$ cat src/rtl/irq_route_pkg.sv
// Package: field layout of a routing entry, register indices and helpers
// shared by the router modules. Field positions are decoded by software.
package irq_route_pkg;
    localparam int XW       = 64;
    localparam int IDXW     = 5;
    localparam int SRV_HI   = 55;
    localparam int SRV_LO   = 40;
    localparam int PRI_HI   = 39;
    localparam int PRI_LO   = 32;
    localparam int SRC_HI   = 31;
    localparam int SRC_LO   = 29;
    localparam int PEND_BIT = 24;
    localparam int SRVW     = SRV_HI - SRV_LO + 1;
    localparam int PRIW     = PRI_HI - PRI_LO + 1;
    localparam int SRCW     = SRC_HI - SRC_LO + 1;
    localparam int LINK_W   = 2;
    localparam int EFF_SRVW = SRVW - LINK_W;

    localparam logic [PRIW-1:0] PRI_MASKED = '1;

    localparam logic [IDXW-1:0] IDX_CTRL   = 5'h0E;
    localparam logic [IDXW-1:0] IDX_SHARED = 5'h10;
    localparam logic [IDXW-1:0] IDX_STAT   = 5'h15;

    localparam int CTRL_BIT_A = 47;
    localparam int CTRL_BIT_B = 46;
    localparam int STAT_TOP   = 36;

    typedef struct packed {
        logic [SRVW-1:0] server;
        logic [PRIW-1:0] prio;
        logic [SRCW-1:0] src;
        logic            pend;
    } route_t;

    // Register index of routing entry e (entry 0 is the shared one).
    function automatic logic [IDXW-1:0] entry_idx(input int e);
        return (e == 0) ? IDX_SHARED : IDX_STAT + IDXW'(e);
    endfunction

    // Place an entry into its 64-bit register image.
    function automatic logic [XW-1:0] pack_route(input route_t r);
        logic [XW-1:0] v;
        v = '0;
        v[SRV_HI:SRV_LO] = r.server;
        v[PRI_HI:PRI_LO] = r.prio;
        v[SRC_HI:SRC_LO] = r.src;
        v[PEND_BIT]      = r.pend;
        return v;
    endfunction
endpackage

$ cat src/rtl/irq_route_status.sv
// Module: request status bank.
// Holds one status bit per request, applies one level event per cycle,
// and reports per entry whether it is hit and whether it is active now and
// after the event. Assumes N_ENT = N_REQ - 1, with requests 0 and 1 sharing
// entry 0. Request numbers at or above N_REQ are dropped and flagged.
module irq_route_status #(
    parameter int N_REQ = 7,
    parameter int N_ENT = N_REQ - 1,
    parameter int ID_W  = 3
) (
    input  logic             clk,
    input  logic             rst_n,
    input  logic             evt_valid,
    input  logic [ID_W-1:0]  evt_id,
    input  logic             evt_level,
    output logic [N_REQ-1:0] stat,
    output logic [N_ENT-1:0] ent_hit,
    output logic [N_ENT-1:0] ent_act,
    output logic [N_ENT-1:0] ent_act_next,
    output logic             evt_err
);
    logic [N_REQ-1:0] stat_nxt;
    logic             id_ok;

    // Purpose: decide whether the event names a supported request.
    assign id_ok = evt_valid && (32'(evt_id) < N_REQ);

    // Purpose: next status vector after applying the event.
    always_comb begin
        stat_nxt = stat;
        for (int i = 0; i < N_REQ; i++)
            if (id_ok && (32'(evt_id) == i)) stat_nxt[i] = evt_level;
    end

    // Purpose: register status bits and the unsupported-number pulse.
    always_ff @(posedge clk) begin
        if (!rst_n) begin
            stat    <= '0;
            evt_err <= 1'b0;
        end else begin
            stat    <= stat_nxt;
            evt_err <= evt_valid && !id_ok;
        end
    end

    // Entry 0 merges requests 0 and 1; entry e>0 follows request e+1.
    for (genvar e = 0; e < N_ENT; e++) begin : g_map
        if (e == 0) begin : g_shared
            assign ent_hit[e]      = id_ok && (32'(evt_id) <= 1);
            assign ent_act[e]      = stat[0] | stat[1];
            assign ent_act_next[e] = stat_nxt[0] | stat_nxt[1];
        end else begin : g_single
            assign ent_hit[e]      = id_ok && (32'(evt_id) == e + 1);
            assign ent_act[e]      = stat[e+1];
            assign ent_act_next[e] = stat_nxt[e+1];
        end
    end

    a_r8_bad_id_no_change: assert property (@(posedge clk) disable iff (!rst_n)
        (evt_valid && (32'(evt_id) >= N_REQ)) |=> ($stable(stat) && evt_err));
    a_r8_err_single_cycle: assert property (@(posedge clk) disable iff (!rst_n)
        (!evt_valid) |=> !evt_err);
endmodule

$ cat src/rtl/irq_route_entry.sv
// Module: one routing entry.
// Holds server, priority, source and pending. A write replaces the three
// fields; an event recomputes pending from activity and the (possibly newly
// written) priority. Assumes at most one write and one event per cycle.
module irq_route_entry
    import irq_route_pkg::*;
#(
    parameter int ORDINAL = 0
) (
    input  logic   clk,
    input  logic   rst_n,
    input  logic   wr_en,
    input  route_t wr_val,
    input  logic   evt_en,
    input  logic   act_next,
    output route_t ent
);
    route_t nxt;
    logic   masked;

    // Purpose: merge write fields, then derive pending with the new mask.
    always_comb begin
        nxt = ent;
        if (wr_en) begin
            nxt.server = wr_val.server;
            nxt.prio   = wr_val.prio;
            nxt.src    = wr_val.src;
        end
        masked = (nxt.prio == PRI_MASKED);
        if (evt_en)     nxt.pend = act_next && !masked;
        else if (wr_en) nxt.pend = ent.pend && !masked;
    end

    // Purpose: entry state register with masked reset image.
    always_ff @(posedge clk) begin
        if (!rst_n) begin
            ent.server <= '0;
            ent.prio   <= PRI_MASKED;
            ent.src    <= SRCW'(ORDINAL);
            ent.pend   <= 1'b0;
        end else begin
            ent <= nxt;
        end
    end

    a_r3_masked_not_pending: assert property (@(posedge clk) disable iff (!rst_n)
        (ent.prio == PRI_MASKED) |-> !ent.pend);
    a_r2_write_keeps_pending: assert property (@(posedge clk) disable iff (!rst_n)
        (wr_en && !evt_en && (wr_val.prio != PRI_MASKED)) |=> (ent.pend == $past(ent.pend)));
    a_r10_write_fields_win: assert property (@(posedge clk) disable iff (!rst_n)
        (wr_en && evt_en) |=> (ent.prio == $past(wr_val.prio) && ent.src == $past(wr_val.src)));
endmodule

$ cat src/rtl/irq_route_lines.sv
// Module: output line fan-in.
// Line k is the OR of the activity of every entry whose source field is k.
// Source values at or above N_ENT select no line. Pure combinational.
module irq_route_lines #(
    parameter int N_ENT = 6,
    parameter int SRCW  = 3
) (
    input  logic [N_ENT*SRCW-1:0] src_flat,
    input  logic [N_ENT-1:0]      act,
    output logic [N_ENT-1:0]      line
);
    for (genvar k = 0; k < N_ENT; k++) begin : g_line
        // Purpose: collect every active entry that points at line k.
        always_comb begin
            line[k] = 1'b0;
            for (int e = 0; e < N_ENT; e++)
                if (act[e] && (32'(src_flat[e*SRCW +: SRCW]) == k)) line[k] = 1'b1;
        end
    end
endmodule

$ cat src/rtl/irq_route_hub.sv
// Module: vectored interrupt source router, top level.
// Decodes the indexed register port, hosts the status bank, the routing
// entries and the line fan-in, and emits the configuration strobe after a
// routing write. Reads are registered; writes take effect at the next edge.
module irq_route_hub
    import irq_route_pkg::*;
#(
    parameter int N_REQ = 7,
    parameter int ID_W  = 3
) (
    input  logic                clk,
    input  logic                rst_n,
    input  logic                evt_valid,
    input  logic [ID_W-1:0]     evt_id,
    input  logic                evt_level,
    output logic                evt_err,
    input  logic                reg_we,
    input  logic                reg_rd,
    input  logic [IDXW-1:0]     reg_idx,
    input  logic [XW-1:0]       reg_wdata,
    output logic                rd_valid,
    output logic [XW-1:0]       rd_data,
    output logic [N_REQ-2:0]    irq_line,
    output logic                cfg_valid,
    output logic [SRCW-1:0]     cfg_line,
    output logic [EFF_SRVW-1:0] cfg_server,
    output logic [PRIW-1:0]     cfg_prio
);
    localparam int N_ENT = N_REQ - 1;

    logic [N_REQ-1:0]      stat;
    logic [N_ENT-1:0]      ent_hit, ent_act, ent_act_next, wr_hit;
    logic [N_ENT*SRCW-1:0] src_flat;
    route_t                ent [N_ENT];
    route_t                wr_val;
    logic [XW-1:0]         rd_mux;
    logic                  rd_mapped;
    logic                  any_wr;
    logic                  unused_wbits;

    // Purpose: extract the writable fields from write data.
    always_comb begin
        wr_val.server = reg_wdata[SRV_HI:SRV_LO];
        wr_val.prio   = reg_wdata[PRI_HI:PRI_LO];
        wr_val.src    = reg_wdata[SRC_HI:SRC_LO];
        wr_val.pend   = 1'b0;
    end
    assign unused_wbits = ^{reg_wdata[XW-1:SRV_HI+1], reg_wdata[SRC_LO-1:0]};

    irq_route_status #(.N_REQ(N_REQ), .N_ENT(N_ENT), .ID_W(ID_W)) u_status (
        .clk(clk), .rst_n(rst_n),
        .evt_valid(evt_valid), .evt_id(evt_id), .evt_level(evt_level),
        .stat(stat), .ent_hit(ent_hit), .ent_act(ent_act),
        .ent_act_next(ent_act_next), .evt_err(evt_err)
    );

    for (genvar e = 0; e < N_ENT; e++) begin : g_ent
        assign wr_hit[e] = reg_we && (reg_idx == entry_idx(e));
        irq_route_entry #(.ORDINAL(e)) u_entry (
            .clk(clk), .rst_n(rst_n),
            .wr_en(wr_hit[e]), .wr_val(wr_val),
            .evt_en(ent_hit[e]), .act_next(ent_act_next[e]),
            .ent(ent[e])
        );
        assign src_flat[e*SRCW +: SRCW] = ent[e].src;
    end

    irq_route_lines #(.N_ENT(N_ENT), .SRCW(SRCW)) u_lines (
        .src_flat(src_flat), .act(ent_act), .line(irq_line)
    );

    assign any_wr = |wr_hit;

    // Purpose: configuration strobe one cycle after a supported routing write.
    always_ff @(posedge clk) begin
        if (!rst_n) begin
            cfg_valid  <= 1'b0;
            cfg_line   <= '0;
            cfg_server <= '0;
            cfg_prio   <= '0;
        end else begin
            cfg_valid <= any_wr && (32'(wr_val.src) < N_ENT);
            if (any_wr) begin
                cfg_line   <= wr_val.src;
                cfg_server <= wr_val.server[SRVW-1:LINK_W];
                cfg_prio   <= wr_val.prio;
            end
        end
    end

    // Purpose: select the register image for a read index.
    always_comb begin
        rd_mux    = '1;
        rd_mapped = 1'b0;
        if (reg_idx == IDX_CTRL) begin
            rd_mux             = '0;
            rd_mux[CTRL_BIT_A] = stat[0];
            rd_mux[CTRL_BIT_B] = stat[1];
            rd_mapped          = 1'b1;
        end
        if (reg_idx == IDX_STAT) begin
            rd_mux = '0;
            for (int i = 2; i < N_REQ; i++) rd_mux[STAT_TOP-(i-2)] = stat[i];
            rd_mapped = 1'b1;
        end
        for (int e = 0; e < N_ENT; e++)
            if (reg_idx == entry_idx(e)) begin
                rd_mux    = pack_route(ent[e]);
                rd_mapped = 1'b1;
            end
    end

    // Purpose: registered read response.
    always_ff @(posedge clk) begin
        if (!rst_n) begin
            rd_valid <= 1'b0;
            rd_data  <= '0;
        end else begin
            rd_valid <= reg_rd;
            if (reg_rd) rd_data <= rd_mux;
        end
    end

    a_r9_unmapped_all_ones: assert property (@(posedge clk) disable iff (!rst_n)
        (reg_rd && !rd_mapped) |=> (rd_valid && rd_data == '1));
    a_r7_strobe_on_write: assert property (@(posedge clk) disable iff (!rst_n)
        (any_wr && (32'(wr_val.src) < N_ENT)) |=> (cfg_valid && cfg_prio == $past(wr_val.prio)));
    a_r7_no_strobe_idle: assert property (@(posedge clk) disable iff (!rst_n)
        (!reg_we) |=> !cfg_valid);
    a_r6_idle_lines_low: assert property (@(posedge clk) disable iff (!rst_n)
        (stat == '0) |-> (irq_line == '0));
    a_r5_shared_holds: assert property (@(posedge clk) disable iff (!rst_n)
        (evt_valid && evt_id == '0 && !evt_level && stat[1] && !wr_hit[0]
         && (32'(ent[0].src) < N_ENT)) |=> irq_line[ent[0].src]);
endmodule

$ cat config.mk
export PLATFORM = sky130hd
export DESIGN_NAME = irq_route_hub
export DESIGN_NICKNAME = d
export VERILOG_FILES = /design/src/rtl/irq_route_pkg.sv /design/src/rtl/irq_route_status.sv /design/src/rtl/irq_route_entry.sv /design/src/rtl/irq_route_lines.sv /design/src/rtl/irq_route_hub.sv
export SDC_FILE = /design/constraint.sdc
export NUM_CORES = 1
export LEC_CHECK = 0
export ABC_CLOCK_PERIOD_IN_PS = 2350
export BUFFER_PORTS_ARGS = -buffer_cell sky130_fd_sc_hd__buf_2
export CORE_MARGIN = 1
export CORE_UTILIZATION = 36
export DETAILED_ROUTE_END_ITERATION = 7
export PLACE_DENSITY = 0.6
export SLEW_MARGIN = 20
export SYNTH_ARGS = -nofsm -noshare
export SYNTH_HDL_FRONTEND = slang
export SYNTH_SLANG_ARGS = --single-unit
$ cat constraint.sdc
create_clock -name clk -period 2.35 [get_ports clk]
set_input_delay 0.3525 -clock clk [delete_from_list [all_inputs] [get_ports clk]]
set_output_delay 0.3525 -clock clk [all_outputs]
set_load 0.05 [all_outputs]
* Yosys cells after proc, flatten, opt, wreduce, memory -nomap -nowiden *
Cells that the tools add are included.
W data, S select, Z words.

storage, ports and cells
  output and inout bits = 98
  bits in registers = 267

operators by class
  reduce and logical (&&, ||, !) cells = 86
  bitwise logic cells = 2
  $lt $le $gt $ge = 3
  equality and inequality tests = 50
  muxes and demuxes = 69

operator list
  kind                  number
  $mux W64              8
  $mux W11              6
  $logic_and A1 B1 Y1   65
  $mux W1               55
  $eq A8 B8 Y1 const B  6
  $eq A3 B3 Y1 const B  15
  $eq A3 B2 Y1 const B  14
  $eq A5 B5 Y1 const B  7
  $eq A3 B1 Y1 const B  7
  $logic_not A3 Y1      7
  $reduce_bool A2 Y1    6
  $logic_not A1 Y1      7
  $lt A3 B3 Y1 const B  2
  $reduce_or A6 Y1      1
  $eq A5 B4 Y1 const B  1
  $le A3 B1 Y1 const B  1
  $or A1 B1 Y1          2

* Depth between registers and ports, before layout *
Gate-level depths: netlist (run 1).

  word-level depth = 9
  gate-level depth with buffers = 8
  mapped depth without buffers = 5

* Modules after synthesis *
Synthesis (run 1) repeated with hierarchy kept, for this count alone.

second synthesis, totals
  cell total of the unflattened synthesis = 1,208
  area total of the unflattened synthesis = 11,397.2 um^2

by module, submodules not included
  module                                  area an instance (um^2)  cells each  seq. area each (um^2)  times used
  irq_route_hub                           4,020.1                  483         1,121.1                1
  irq_route_entry (g_ent[1].u_entry ...)  1,078.5                  103         560.5                  3
  irq_route_entry (g_ent[3].u_entry ...)  1,076.0                  103         560.5                  2
  irq_route_entry (g_ent[0].u_entry)      1,082.3                  104         560.5                  1
  irq_route_status                        538.0                    54          160.2                  1
  irq_route_lines                         369.1                    52          0.0                    1

* Worst setup path before layout (run 1) *
OpenSTA, ideal clock, no wires.

  path type = register -> output
  start point = register, netlist name rd_data[62]
  end point = output port rd_data[10]
  setup slack = 462 ps
  data arrival time = 1,535 ps
  path buffers = 1
  cell stages (with the launch flop) = 2
  data required time = 1,997 ps
  cells stage by stage = dfxtp_1 > buf_4

RTL lines
  element    RTL line             text
  to (decl)  irq_route_hub.sv:22  output logic [XW-1:0] rd_data,

* Worst setup path in the final report (run 1) *
  start point = register, netlist name g_ent[3].u_entry.ent[3]
  end point = output port irq_line[3]

on the way
  longest elaborated chain between the ends = 5

ends and longest elaborated chain
  element               RTL line               text
  $eq A3 B2 Y1          irq_route_lines.sv:17  if (act[e] && (32'(src_flat[e*SRCW +: SRCW]) == k)) line[k] = 1'b1;
  $logic_and A1 B1 Y1   irq_route_lines.sv:17
  $mux W1 (3 in a row)  irq_route_lines.sv:17
  to (decl)             irq_route_hub.sv:23    output logic [N_REQ-2:0] irq_line,

Every way passes these cells.

==> flow_summary.toml, run 1 <==
[synthesis]
synth_enable_flop_cells = 0
synth_seq_cells = 232
yosysMostFrequentCell = "nand2_1"
postSynthAreaPerCell_um2 = 7.51
yosys.area.top_type_share_pct = 42.4
ys.flop_type = "dfxtp_1"
synth_cell_types = 70
yosys.area.top_type = "dfxtp_1"
synth.area.top_cells = "dfxtp_1 42%, nand2_1 13%, a21oi_1 7.1%"
async_flop_share_pct = 0
netlist_top_cells_count = "377 x nand2_1, 232 x dfxtp_1, 155 x a21oi_1"
ys_warn_count = 0
syn_nets = 1535
synth_area_um2 = 10900
synth-seq-area-share_pct = 42.4
netlist_instances = 1457

[floorplanning]
core_um2 = 29800
num_io_pins = 176
chipHeight_um = 176
dieArea_um2 = 31100
dieWidth_um = 176
num_rows = 63
initial_core_util_pct = 36.7

[critical_path]
cp.arrival_ns = 1.93
startpoint_type = "flop"
crit_type = "flop to primary output"
r2r_slack_ns = 0.82
cp_max_fo = 7
worst-endpoint-required_ns = 2.00
reg2reg_depth = 4
reg2reg_to = "rd_data[38]"
worstReg2RegStart = "g_ent[1].u_entry.ent[10]"
crit_path_end_kind = "primary output"

[drt]
final_antenna_net_count = 0
avgRoutedWirePerCell_um = 20.3
routed_via_density = 5.62
vias = 11000
drt-pass1-iter-count = 5
drt_iter0_markers = 1272
drc = 0
routed_wl_um = 39700

[power]
seqPwrFrac_pct = 42.8
p_int_mw = 6.88
p_clk_share_pct = 43.5
p_leak_nw = 5.14
power_density_nw_per_um2 = 738
combPwrFrac_pct = 13.7
switchingPower_mw = 2.67
p_sw_share_pct = 28.0
ir_drop_v = 0.000536

[global_route]
antenna_found_initial = 3
grt_max_degree = 77
grt_pass1_wl_um = 60100
overflow = 0
grt.total_usage_pct = 25.1
grt_pass1_vias = 10000

[layout]
drive_gt1_share_pct = 18.5
instances_no_fill = 1955
syn2layout_area_growth_pct = 18.2
antenna_cells = 0
final_nets = 1625

[timing]
fin_setup_tns_ns = 0
rsz0062_at_grt = "no"
setup_ws_ns = 0.0633
setup_viol = 0
tightestPinTransition_ns = 0.699
slew_headroom_pct = 53.3
fmax_mhz = 437
whs_ns = 0.115
final_hold_viol_count = 0
maxSlewViolCount = 0
fin_crit_sh_pct = 97.3
finalClockSkew_ns = 0.0115
post-route-min-period_ns = 2.29

[status]
outcome = "complete, no violations"

[placed_design]
dp.final_hpwl_um = 27400
placedCellCount = 1908
port_buffers = 138
place_ws_ns = 0.142
gp_congestion = 0.941

[worst_hold_path]
hold_path_end = "g_ent[5].u_entry.ent[13]"
hold_start = "reg_wdata[41]"
hold_path_depth = 3
min_path_type = "primary input to flop"

[clock_tree]
insertion_delay_ns = 0.53
clkSinkCount = 232
root_buffer = "clkbuf_16"
hold_buffers = 0
cts_setup_buffers = 0
clockBufferDepth = 3
cts_tree = "done"
cts_made_buffers = 27
cts-htree-levels = 1
clkTransAtPathRegs_ns = 0.06

[job]
max-cap-violations = 0
[per-layer routing]
metal / vias to the layer above / share of wire, % / track usage (%)
li1: 5222 / - / -
met1: 5189 / 44 / 35.2
met2: 490 / 45 / 38.7
met3: 80 / 8.3 / 4.91
met4: 4 / 3.0 / 7.40
met5: - / 0.060 / 0
[critical path, stage by stage, from the launching register on]
cell	delay (ns)
dfxtp_1	0.45
nand3b_1	0.17
o21ai_0	0.10
a221oi_1	0.22
o221ai_1	0.20
clkbuf_4	0.26
[timing repair]
action | 4_1_cts | 5_1_grt
resized for setup | 3 | 8
setup endpoints to repair | 2 | 4
hold endpoints to repair | 0 | 0
[per-stage QoR]
stage	util (%)	power (mW)	area [um^2]
finish	43.4	9.55	12900
global route	43.4	9.84	12900
CTS	43.3	9.60	12900
detailed placement	40.4	5.46	12000
global placement	40.4	5.45	12000
floorplan	-	5.08	10900
[cells by family (layout without fill, tap and decap cells)]
| group | after synthesis | count (layout) | share of synthesized area (%) |
|---|---|---|---|
| adder cells (fa/ha/maj) | 1 | 1 | 0.0915 |
| AND/OR/NAND/NOR | 634 | 634 | 25.9 |
| buffers and inverters | 172 | 280 | 7.78 |
| multiplexers | 7 | 7 | 0.640 |
| XOR/XNOR | 1 | 1 | 0.0800 |
| flip-flops | 232 | 232 | 42.4 |
| AO/OA/AOI/OAI | 410 | 410 | 23.1 |
[layout by cell type, fill, tap and decap left out, drive strengths merged, types with 17 or more instances in the layout]
master,netlist,routed
nand4,17,17
nand3,93,93
nand2,377,377
a221oi,24,24
and2,20,20
clkbuf,71,43
nor2,58,58
buf,87,216
a2bb2oi,17,17
o21ai,119,119
dfxtp,232,232
a21oi,155,155
[cell type report]
type | count | area (um^2)
tap | 390 | 488
sequential | 232 | 4650
multi-input combinational | 1053 | 5490
clock inverter | 7 | 92.6
clock buffer | 40 | 785
timing repair buffer | 219 | 1380
inverter | 14 | 55.1
fill | 3015 | 16900
[power by group through the flow]
stage	sequential (mW)	combinational [mW]	clock, mW
floorplan	4.37	0.714	0
global placement	4.17	1.28	0
detailed placement	4.17	1.29	0
CTS	4.09	1.30	4.22
global route	4.09	1.38	4.36
finish	4.09	1.31	4.15
[worst max path at each step]
stage,cells past startpoint,to,from,slack [ns]
6_report,5,irq_line[3],g_ent[3].u_entry.ent[3],0.06
2_1_floorplan,1,rd_data[10],rd_data[62],0.46
3_5_place_dp,7,rd_data[50],reg_idx[1],0.14
4_1_cts,6,irq_line[4],u_status.stat[0],0.02
3_3_place_gp,7,rd_data[32],reg_idx[4],0.20
5_1_grt,6,irq_line[1],u_status.stat[6],0.003
[flip-flops by register name (all words and copies together) (netlist names)]
| name | cells |
|---|---|
| cfg_prio | 8 |
| cfg_server | 14 |
| g_ent.u_entry.ent | 168 |
| u_status.stat | 7 |
| rd_valid | 1 |
| cfg_line | 3 |
| u_status.evt_err | 1 |
| cfg_valid | 1 |
| rd_data | 29 |
(Power assumes the default switching activity.)
==> run 2: changes to the inputs <==
CORE_UTILIZATION = 45   (was 36)
CTS_BUF_LIST = sky130_fd_sc_hd__clkbuf_16   (was unset)
PLACE_DENSITY = 0.71   (was 0.6)
==> run 2 against run 1 <==
Clock power decreased by 12%. Sequential power about the same. Final cell count decreased by 3.8%. Via count increased by 2.0%. Worst setup slack improved by 0.036 ns. Non-clock buffer count decreased by 4. Fmax increased by 1.6%. Core utilization increased by 10 points. Sequential share of layout area increased by 0.70 points. First-iteration DRC count increased by 6.1%. Global-route usage increased by 5.0 points. Critical path depth unchanged. Largest power group is now registers.
==> flow_summary.toml, run 2 (same netlist as run 1, synthesis figures left out) <==
[drt]
wl_met1_um = 15300
avgRoutedWirePerCell_um = 20.1
vias = 11200
wl_met3_um = 4320
routed_wl_um = 37700
final_antenna_net_count = 0
drt_iter0_markers = 1350
drt-pass1-iter-count = 6
highest_layer = "met4"
routed_via_density = 5.96
met2WireLength_um = 16900
drc = 0

[floorplanning]
chipHeight_um = 158
dieWidth_um = 158
dieArea_um2 = 25000
num_io_pins = 176
core_um2 = 23700
num_rows = 56
initial_core_util_pct = 46.2

[clock_tree]
cts_made_buffers = 25
insertion_delay_ns = 0.53
cts-htree-levels = 1
clockBufferDepth = 3
root_buffer = "clkbuf_16"
cts_tree = "done"
clkTransAtPathRegs_ns = 0.06
hold_buffers = 0
clkSinkCount = 232

[layout]
largest_reg_flops = 168
postLayoutCellArea_um2 = 12700
reg_top3 = "g_ent.u_entry.ent (168), rd_data (29), cfg_server (14)"
layout_common_cells = "377 x nand2_1, 230 x dfxtp_1, 155 x a21oi_1"
final_core_util_pct = 53.6
instances_no_fill = 1880
fillers = 2338
final_nets = 1619
drive_gt1_share_pct = 18.0
final_common_cell = "nand2_1"
syn2layout_area_growth_pct = 16.0
regMostFlops = "g_ent.u_entry.ent"

[power]
power_density_nw_per_um2 = 711
p_leak_nw = 5.06
fin_total_pwr_mw = 9.03
ir_drop_v = 0.000635

[critical_path]
startpoint_type = "flop"
crit_path_end_kind = "primary output"
cp_max_fo = 4
crit_type = "flop to primary output"
worst-endpoint-required_ns = 2.00
r2r_slack_ns = 0.95
cp.arrival_ns = 1.90

[timing]
fin_crit_sh_pct = 95.8
tightestPinTransition_ns = 0.672
finalClockSkew_ns = 0.00791
post-route-min-period_ns = 2.25
setup_ws_ns = 0.0995
rsz0062_at_grt = "no"
slew_headroom_pct = 55.1
whs_ns = 0.117
final_hold_viol_count = 0
maxSlewViolCount = 0
fmax_mhz = 444
setup_viol = 0
fin_setup_tns_ns = 0

[worst_hold_path]
min_path_type = "primary input to flop"

[placed_design]
dp.final_hpwl_um = 26000
placedCellCount = 1833
port_buffers = 138
place_ws_ns = 0.0734
gp_congestion = 0.997
placed_cell_area_um2 = 11900

[job]
max-cap-violations = 0

[global_route]
grt_pass1_vias = 10200
antenna_found_initial = 2
grt_pass1_wl_um = 57600
grt.total_usage_pct = 30.1
overflow = 0
grt_max_degree = 69

[status]
outcome = "complete, no violations"
## run 2: cell count changes in the layout (fill, tap and decap cells not counted), sizes merged
cell,before,now
bufinv,2,1
diode,0,2
clkinv,4,15
clkinvlp,0,2
clkbuf,43,25
inv,15,16
buf,216,215
## run 2: worst paths after layout
kind,end,cells after the start,startpoint
hold reg to reg,g_ent[4].u_entry.ent[18],2,g_ent[4].u_entry.ent[18]
hold / removal,u_status.evt_err,3,evt_id[2]
setup / recovery,irq_line[4],5,u_status.stat[6]
setup reg to reg,rd_data[38],4,g_ent[0].u_entry.ent[10]
## run 2: routing by layer
metal	up-vias	GRT usage (%)
li1	5213	-
met2	649	47.5
met4	0	11.3
met5	-	0
met1	5260	40.2
met3	84	6.43
## run 2: cell type report
| cell class | count | area [um^2] | share of cell area [%] |
|---|---|---|---|
| multi-input cells | 1053 | 5490 | 43.2 |
| clock inverters | 20 | 126 | 0.995 |
| well taps | 319 | 399 | 3.14 |
| inverters | 14 | 55.1 | 0.434 |
| clock buffers | 25 | 626 | 4.93 |
| diodes | 2 | 5.00 | 0.0394 |
| flip-flops and latches | 232 | 4650 | 36.6 |
| repair buffers | 215 | 1350 | 10.6 |
## run 2: critical path, cell delays in order (launching register included)
cell and delay, ns:
dfxtp_1 0.45, nor2b_1 0.23, nand2_1 0.11, o32a_1 0.20, o211ai_1 0.09, buf_2 0.29
## run 2: timing repair
action	CTS	global route
endpoints found under the setup margin	1	4
hold endpoints to repair	0	0
setup buffers	0	0
resized for setup	1	10
## run 2: where the power goes
group | switching [mW] | internal [mW] | leakage, nW
combinational | 0.958 | 0.333 | 2.80
sequential | 0.0620 | 4.02 | 1.88
clock | 1.61 | 2.04 | 0.376
total | 2.63 | 6.40 | 5.06
